## src/rtl/dbell_pkg.sv

```systemverilog
// Shared constants and types for the doorbell router.
// Assumes a 32-bit message word with a fixed field layout.
package dbell_pkg;

    localparam int MSG_W     = 32;
    localparam int TYPE_HI   = 31;
    localparam int TYPE_LO   = 27;
    localparam int TYPE_W    = TYPE_HI - TYPE_LO + 1;
    localparam int BCAST_BIT = 26;
    localparam int TAG_BITS  = 14;

    localparam logic [TYPE_W-1:0] MT_NORMAL   = 5'd0;
    localparam logic [TYPE_W-1:0] MT_CRITICAL = 5'd1;
    localparam logic [TYPE_W-1:0] MT_HYPER    = 5'd5;

    // One pending flag per doorbell class
    typedef struct packed {
        logic hyp;
        logic crit;
        logic norm;
    } pend_t;

endpackage

```

## src/rtl/dbell_type_decode.sv

```systemverilog
// Maps a message type to a one-hot pending-flag selection.
// Assumes SERVER_MODE is 0 (embedded) or 1 (server); undecodable types give all zero.
module dbell_type_decode
    import dbell_pkg::*;
#(
    parameter int SERVER_MODE = 0
) (
    input  logic [TYPE_W-1:0] msg_type,
    output pend_t             sel
);

    generate
        if (SERVER_MODE != 0) begin : g_server
            // Server flavour: only the hypervisor type decodes
            always_comb begin
                sel      = '0;
                sel.hyp  = (msg_type == MT_HYPER);
            end
        end else begin : g_embedded
            // Embedded flavour: normal and critical types decode, guest types do not
            always_comb begin
                sel      = '0;
                sel.norm = (msg_type == MT_NORMAL);
                sel.crit = (msg_type == MT_CRITICAL);
            end
        end
    endgenerate

endmodule

```

## src/rtl/dbell_target_match.sv

```systemverilog
// Produces the per-core hit vector of a send command.
// Assumes core IDs are packed low core first; broadcast overrides the tag compare.
module dbell_target_match #(
    parameter int NUM_CORES = 4,
    parameter int TAG_W     = 14
) (
    input  logic [TAG_W-1:0]           tag,
    input  logic                       bcast,
    input  logic [NUM_CORES*TAG_W-1:0] core_ids,
    output logic [NUM_CORES-1:0]       hits
);

    genvar k;
    generate
        for (k = 0; k < NUM_CORES; k++) begin : g_core
            // Core is addressed by broadcast or by an exact ID match
            assign hits[k] = bcast || (core_ids[k*TAG_W +: TAG_W] == tag);
        end
    endgenerate

endmodule

```

## src/rtl/dbell_pend_cell.sv

```systemverilog
// Holds the pending doorbell flags of one core and drives its interrupt request.
// Assumes the set path wins over the clear path for the same flag in one cycle.
module dbell_pend_cell
    import dbell_pkg::*;
(
    input  logic  clk,
    input  logic  rst_n,
    input  logic  set_en,
    input  pend_t set_sel,
    input  logic  clr_en,
    input  pend_t clr_sel,
    output pend_t pend,
    output logic  irq
);

    pend_t set_mask;
    pend_t clr_mask;
    pend_t pend_nxt;

    // Gate the decoded selections with their enables and apply clear before set
    always_comb begin
        set_mask = set_en ? set_sel : pend_t'('0);
        clr_mask = clr_en ? clr_sel : pend_t'('0);
        pend_nxt = (pend & ~clr_mask) | set_mask;
    end

    // Flag storage with synchronous reset
    always_ff @(posedge clk) begin
        if (!rst_n) pend <= '0;
        else        pend <= pend_nxt;
    end

    // Interrupt request is raised while any flag is pending
    assign irq = |pend;

endmodule

```

## src/rtl/dbell_router.sv

```systemverilog
// Doorbell router: decodes send and clear commands and keeps per-core pending flags.
// Assumes at most one send and one clear per cycle; the clear applies to clr_core only.
module dbell_router
    import dbell_pkg::*;
#(
    parameter int NUM_CORES   = 4,
    parameter int TAG_W       = TAG_BITS,
    parameter int SERVER_MODE = 0,
    parameter int IDX_W       = (NUM_CORES > 1) ? $clog2(NUM_CORES) : 1
) (
    input  logic                       clk,
    input  logic                       rst_n,
    input  logic                       snd_valid,
    input  logic [MSG_W-1:0]           snd_msg,
    input  logic                       clr_valid,
    input  logic [IDX_W-1:0]           clr_core,
    input  logic [MSG_W-1:0]           clr_msg,
    input  logic [NUM_CORES*TAG_W-1:0] core_ids,
    output logic [NUM_CORES-1:0]       pend_norm,
    output logic [NUM_CORES-1:0]       pend_crit,
    output logic [NUM_CORES-1:0]       pend_hyp,
    output logic [NUM_CORES-1:0]       irq_req
);

    localparam bit BCAST_OK = (SERVER_MODE == 0);

    pend_t                snd_sel;
    pend_t                clr_sel;
    logic                 snd_bcast;
    logic [NUM_CORES-1:0] snd_hits;
    logic                 msg_unused;

    // Bits of the message words that carry no meaning here
    assign msg_unused = ^{snd_msg[BCAST_BIT-1:TAG_W], clr_msg[BCAST_BIT:0],
                          (BCAST_OK ? 1'b0 : snd_msg[BCAST_BIT])};

    // Broadcast flag only counts in the embedded flavour
    assign snd_bcast = BCAST_OK && snd_msg[BCAST_BIT];

    dbell_type_decode #(.SERVER_MODE(SERVER_MODE)) u_snd_dec (
        .msg_type (snd_msg[TYPE_HI:TYPE_LO]),
        .sel      (snd_sel)
    );

    dbell_type_decode #(.SERVER_MODE(SERVER_MODE)) u_clr_dec (
        .msg_type (clr_msg[TYPE_HI:TYPE_LO]),
        .sel      (clr_sel)
    );

    dbell_target_match #(.NUM_CORES(NUM_CORES), .TAG_W(TAG_W)) u_match (
        .tag      (snd_msg[TAG_W-1:0]),
        .bcast    (snd_bcast),
        .core_ids (core_ids),
        .hits     (snd_hits)
    );

    genvar k;
    generate
        for (k = 0; k < NUM_CORES; k++) begin : g_cell
            pend_t cell_pend;

            dbell_pend_cell u_cell (
                .clk     (clk),
                .rst_n   (rst_n),
                .set_en  (snd_valid && snd_hits[k]),
                .set_sel (snd_sel),
                .clr_en  (clr_valid && (clr_core == IDX_W'(k))),
                .clr_sel (clr_sel),
                .pend    (cell_pend),
                .irq     (irq_req[k])
            );

            // Spread the per-core struct onto the class-wise output vectors
            assign pend_norm[k] = cell_pend.norm;
            assign pend_crit[k] = cell_pend.crit;
            assign pend_hyp[k]  = cell_pend.hyp;
        end
    endgenerate

endmodule

```

## config.mk

```make
export PLATFORM = sky130hd
export DESIGN_NAME = dbell_router
export DESIGN_NICKNAME = d
export VERILOG_FILES = /design/src/rtl/dbell_pkg.sv /design/src/rtl/dbell_type_decode.sv /design/src/rtl/dbell_target_match.sv /design/src/rtl/dbell_pend_cell.sv /design/src/rtl/dbell_router.sv
export SDC_FILE = /design/constraint.sdc
export NUM_CORES = 1
export LEC_CHECK = 0
export BUFFER_PORTS_ARGS = -buffer_cell sky130_fd_sc_hd__clkbuf_2
export CAP_MARGIN = 20
export CORE_MARGIN = 8
export CORE_UTILIZATION = 31
export DETAILED_ROUTE_END_ITERATION = 12
export PLACE_DENSITY = 0.93
export SYNTH_ARGS = -nofsm -noshare
export SYNTH_HDL_FRONTEND = slang
export SYNTH_SLANG_ARGS = --single-unit
```

## constraint.sdc

```tcl
create_clock -name clk -period 1.6 [get_ports clk]
set_clock_uncertainty 0.2 [all_clocks]
set_input_delay 0.16 -clock clk [delete_from_list [all_inputs] [get_ports clk]]
set_output_delay 0.16 -clock clk [all_outputs]
set_load 0.01 [all_outputs]
```

Word level (Yosys, flattened, before mapping)
Cells that the tools add are included.
Widths: inputs -> output; s select.
Word-level totals
  memory bits (read-only): 0
  latch bits: 0
  memories: 0
  word-level logic and storage cells: 60
  input port bits: 126
  bits in writable memories: 0
  bits in registers: 12
Operators by class
  muxes and demuxes: 8
  div/mod/pow operators: 0
  add/sub/neg operators: 0
  bitwise logic cells: 12
  order comparisons: 0
  shift-type cells: 0
  $mul: 0
  reductions and logical operators: 19
  equal/unequal tests: 9
Operators with widths (number)
  $eq 14x14->1: 4
  $mux 2: 8
  $and 3x3->3: 4
  $not 3->3: 4
  $or 3x3->3: 4
  $reduce_or 3->1: 4
  $eq 5x1->1 const B: 2
  $logic_not 5->1: 2
  $logic_and 1x1->1: 8
  $eq 2x2->1 const B: 2
  $logic_or 1x1->1: 4
  $eq 2x1->1 const B: 1
  $logic_not 2->1: 1

Depth between registers and ports, before layout
  word-level depth: 6
  depth in mapped cells: 4
  mapped depth without buffers: 4

By module
From an unflattened synthesis, not the netlist that was laid out.
Unflattened totals
  cell total of the unflattened synthesis: 149
  area, all modules: 1246.2 um^2
By module, submodules not included
  dbell_target_match: cells an instance 77, times used 1, area an instance 625.6 um^2
  dbell_pend_cell: cells an instance 13, times used 4, area an instance 122.6 um^2
  dbell_type_decode: cells an instance 6, times used 2, area an instance 33.8 um^2
  dbell_router: cells an instance 8, times used 1, area an instance 62.6 um^2

Worst setup path after synthesis
OpenSTA, ideal clock, no wires.
  path kind: input to register
  start point: input clr_msg[31]
  end point: register g_cell[1].u_cell.pend[0] (netlist bit)
  setup time: 131 ps
  required time: 1269 ps
  stages on the path: 4
  slack: 394 ps
  data arrival time: 875 ps
  cells stage by stage: nor3_1 -> nand2b_1 -> o311ai_0 -> o21ai_1
Between the ends
  cells in the longest elaborated chain, start to end: 5
RTL lines
  start: declaration: RTL line dbell_router.sv:17  | input logic [MSG_W-1:0] clr_msg,
  $logic_not 5->1: RTL line dbell_type_decode.sv:23  | sel.norm = (msg_type == MT_NORMAL);
  $mux 2: RTL line dbell_pend_cell.sv:23  | clr_mask = clr_en ? clr_sel : pend_t'('0);
  $not 3->3: RTL line dbell_pend_cell.sv:24  | pend_nxt = (pend & ~clr_mask) | set_mask;
  $and 3x3->3: RTL line dbell_pend_cell.sv:24
  $or 3x3->3: RTL line dbell_pend_cell.sv:24
  end signal: assignment: RTL line dbell_pend_cell.sv:30  | else pend <= pend_nxt;
  end: declaration: RTL line dbell_pend_cell.sv:12  | output pend_t pend,
No other way between the ends.
A chain may end at the register's enable or synchronous reset.

Worst setup path after layout
  start point: register g_cell[1].u_cell.pend[0] (netlist bit)
  end point: output irq_req[1]
Between the ends
  cells in the longest elaborated chain, start to end: 1
RTL lines
  $reduce_or 3->1: RTL line dbell_pend_cell.sv:34  | assign irq = |pend;
  end: declaration: RTL line dbell_router.sv:22  | output logic [NUM_CORES-1:0] irq_req
No other way between the ends.

==> impl_metrics.csv <==
group,metric,value,unit
worst_hold_path,hold_start,"snd_msg[27]",
global_route,global_route.overflow_total,0,
synth,synth_edf_count,0,
placement,dp_hpwl,3430,um
synth,mappedNetlistArea,1050,um2
synth,syn-mean-instance-area,8.28,um2
cts,cts-resized-gates,0,
critical_path,cp.required,1.24,ns
cells_and_area,diodes,0,
cells_and_area,top_regs,"g_cell.u_cell.pend: 8 flops",
synth,synth.ff_latch_count,8,
critical_path,reg2regPathDepth,2,
drt,route.final.wire_length,3610,um
floorplanning,fp.dieW,74.2,um
drt,ant_nets,0,
worst_hold_path,worst_hold_path_depth,3,
worst_hold_path,hold_path_class,"in2reg",
status,outcome,"completed",
critical_path,timing.rr.end,"g_cell[1].u_cell.pend[1]",
critical_path,max_stage_delay,0.32,ns
cts,clk_pin_slew_worst_paths,0.05,ns
critical_path,worstSetupPathType,"reg2out",
sta,layout_worst_path_cycle_share,0.834,
worst_hold_path,min_to,"g_cell[0].u_cell.pend[1]",
placement,place_inst,266,
floorplanning,ios,142,
sta,grt_setup_unrepaired,"false",
cells_and_area,max_flop_register,"g_cell.u_cell.pend",
flow_run,max-cap-violations,0,
synth,synth_top_cells_by_area,"xor2_1, dfxtp_1, nor4_1, buf_4, o211ai_1",
sta,final_worst_setup_slack,0.266,ns
critical_path,timing.critical_path.from_type,"flip-flop",
drt,wl_per_cell,13.4,um
cells_and_area,area_delta_synth_final,50.0,%
global_route,initial_antenna_violation_count,0,
drt,drt_first_iter_violations,47,
placement,place_worst_setup_slack,0.0785,ns
global_route,number_of_global_route_vias_before_repair,1398,
synth,synth_top_area_share,0.467,
sta,maxSlewViolCount,0,
power_and_ir_drop,max-vdd-ir-drop,0.000163,V
cells_and_area,nets,351,
sta,finalCriticalPeriod,1.33,ns
cts,ctsLongestPathBuffers,2,
cts,cts-htree-levels,1,
sta,setup-violations-final,0,
synth,synth_cell_type_count,20,
cells_and_area,finish.cell_count_without_fillers,269,
drt,via_count,1227,
drt,drt-vias-per-instance,4.56,
synth,yosysWarnings,0,
placement,place.port_buffers,98,
cts,tritoncts,"built",
drt,drtPass1Iterations,4,
floorplanning,fp.coreArea,3280,um2
cts,number_of_post_cts_setup_repair_buffers,0,
power_and_ir_drop,design_power_total,640,uW
critical_path,reg2reg_from,"g_cell[1].u_cell.pend[1]",
cells_and_area,final_layout_size_suffix_gt1_frac,0.484,
critical_path,critical_path_peak_fanout,3,
power_and_ir_drop,leakage,0.828,nW
placement,routabilityCongestion,0.755,
synth,syn_inst,127,
power_and_ir_drop,p_per_area,406,nW/um2
cts,clock-root-buffer,"clkbuf_4",
floorplanning,floorplan.initialDensity,0.320,
floorplanning,num_rows,21,
critical_path,timing.reg2reg.setup_slack,0.72,ns
floorplanning,floorplan.die.height,74.2,um
critical_path,crit_chain,"or2_2, clkbuf_2",
cts,cts_hold_repair.buffers,0,
synth,postSynth.asyncResetShare,0,
synth,netlist.top_cell.by_area,"xor2_1",
floorplanning,die_area,5510,um2
synth,dominantRegCellSynth,"dfxtp_1",
critical_path,cp_data_arrival_time,0.97,ns
sta,hold_violations,0,
cts,cts.sink_count,8,
critical_path,endpoint_kind,"output pin",
synth,synth_common_cells,"xor2_1, nor4_1, buf_4, dfxtp_1, o21ai_1",
sta,maxClockFrequency,750,MHz
cells_and_area,largest_register_ffs,8,
cts,total_cts_buffers,3,
synth,ys_seq_area_frac,0.152,
cts,worst_skew_late_latency,0.24,ns
sta,setup_total_negative_slack,0,ns
global_route,global_route.usage.total,0.130,
synth,synth_most_common_cell,"xor2_1",
global_route,grt_max_degree,10,
critical_path,cp_slowest_cell,"dfxtp_1",
global_route,first_pass_grt_wire_length,5650,um
drt,drc,0,
## routing by layer
| metal | share of wire | global-route usage | routed length [um] |
|---|---|---|---|
| met1 | 0.35 | 0.120 | 1280 |
| met3 | 0.12 | 0.0512 | 445 |
| met4 | 0.0094 | 0.0522 | 34 |
| met2 | 0.51 | 0.248 | 1850 |
| met5 | 0 | 0 | 0 |
## cell type report
type / instances / area (um2)
Sequential cell: 8 / 160
Clock buffer: 3 / 22.5
Multi-Input combinational cell: 113 / 838
Timing Repair Buffer: 99 / 498
Fill cell: 326 / 1710
Tap cell: 46 / 57.6
## logic make-up after synthesis
kind of cell | count (synthesis) | synth area share
other cells | 1 | 0.00357
compound gates | 20 | 0.131
flops | 8 | 0.152
simple gates | 33 | 0.186
xor+xnor | 56 | 0.467
buf+inv | 9 | 0.0607
## cells in the final DEF (no fill, tap or decap), types with 2 or more instances in the layout
cell,n
or2_2,4
a41oi_1,4
o311ai_0,2
nand2b_1,2
nand2_1,4
nor2_1,5
xor2_1,56
conb_1,4
clkbuf_2,98
nor4_2,2
clkbuf_4,3
dfxtp_1,8
nor4_1,11
o211ai_1,6
o21ai_1,8
## worst max-delay path, delay by kind of cell (launching register included)
family | cells | cell delay [ns]
DFF | 1 | 0.32
and+or+nand+nor | 1 | 0.29
buffers and inverters | 1 | 0.13
## worst max-delay path by stage
stage	from	to	slack, ns
2_1_floorplan	clr_msg[31]	g_cell[1].u_cell.pend[0]	0.39
3_3_place_gp	snd_msg[4]	g_cell[2].u_cell.pend[1]	0.1
3_5_place_dp	snd_msg[4]	g_cell[2].u_cell.pend[0]	0.08
4_1_cts	g_cell[1].u_cell.pend[0]	irq_req[1]	0.25
5_1_grt	g_cell[0].u_cell.pend[1]	irq_req[0]	0.20
6_report	g_cell[1].u_cell.pend[0]	irq_req[1]	0.27
## report_power, final
| group | switching (mW) | internal [mW] | leakage, nW |
|---|---|---|---|
| logic | 0.143 | 0.151 | 0.750 |
| registers | 0.000965 | 0.201 | 0.0645 |
| clock network | 0.0586 | 0.0851 | 0.0138 |
## per-stage QoR
step | cell area (um2) | utilization | hold WS, ns
detailed placement | 1550 | 0.473 | 0.301
global placement | 1550 | 0.473 | 0.291
finish | 1580 | 0.480 | 0.0338
global route | 1580 | 0.480 | 0.0438
CTS | 1580 | 0.480 | 0.0392
floorplan | 1060 | - | 0.120
Power figures use the tool's default switching activity.
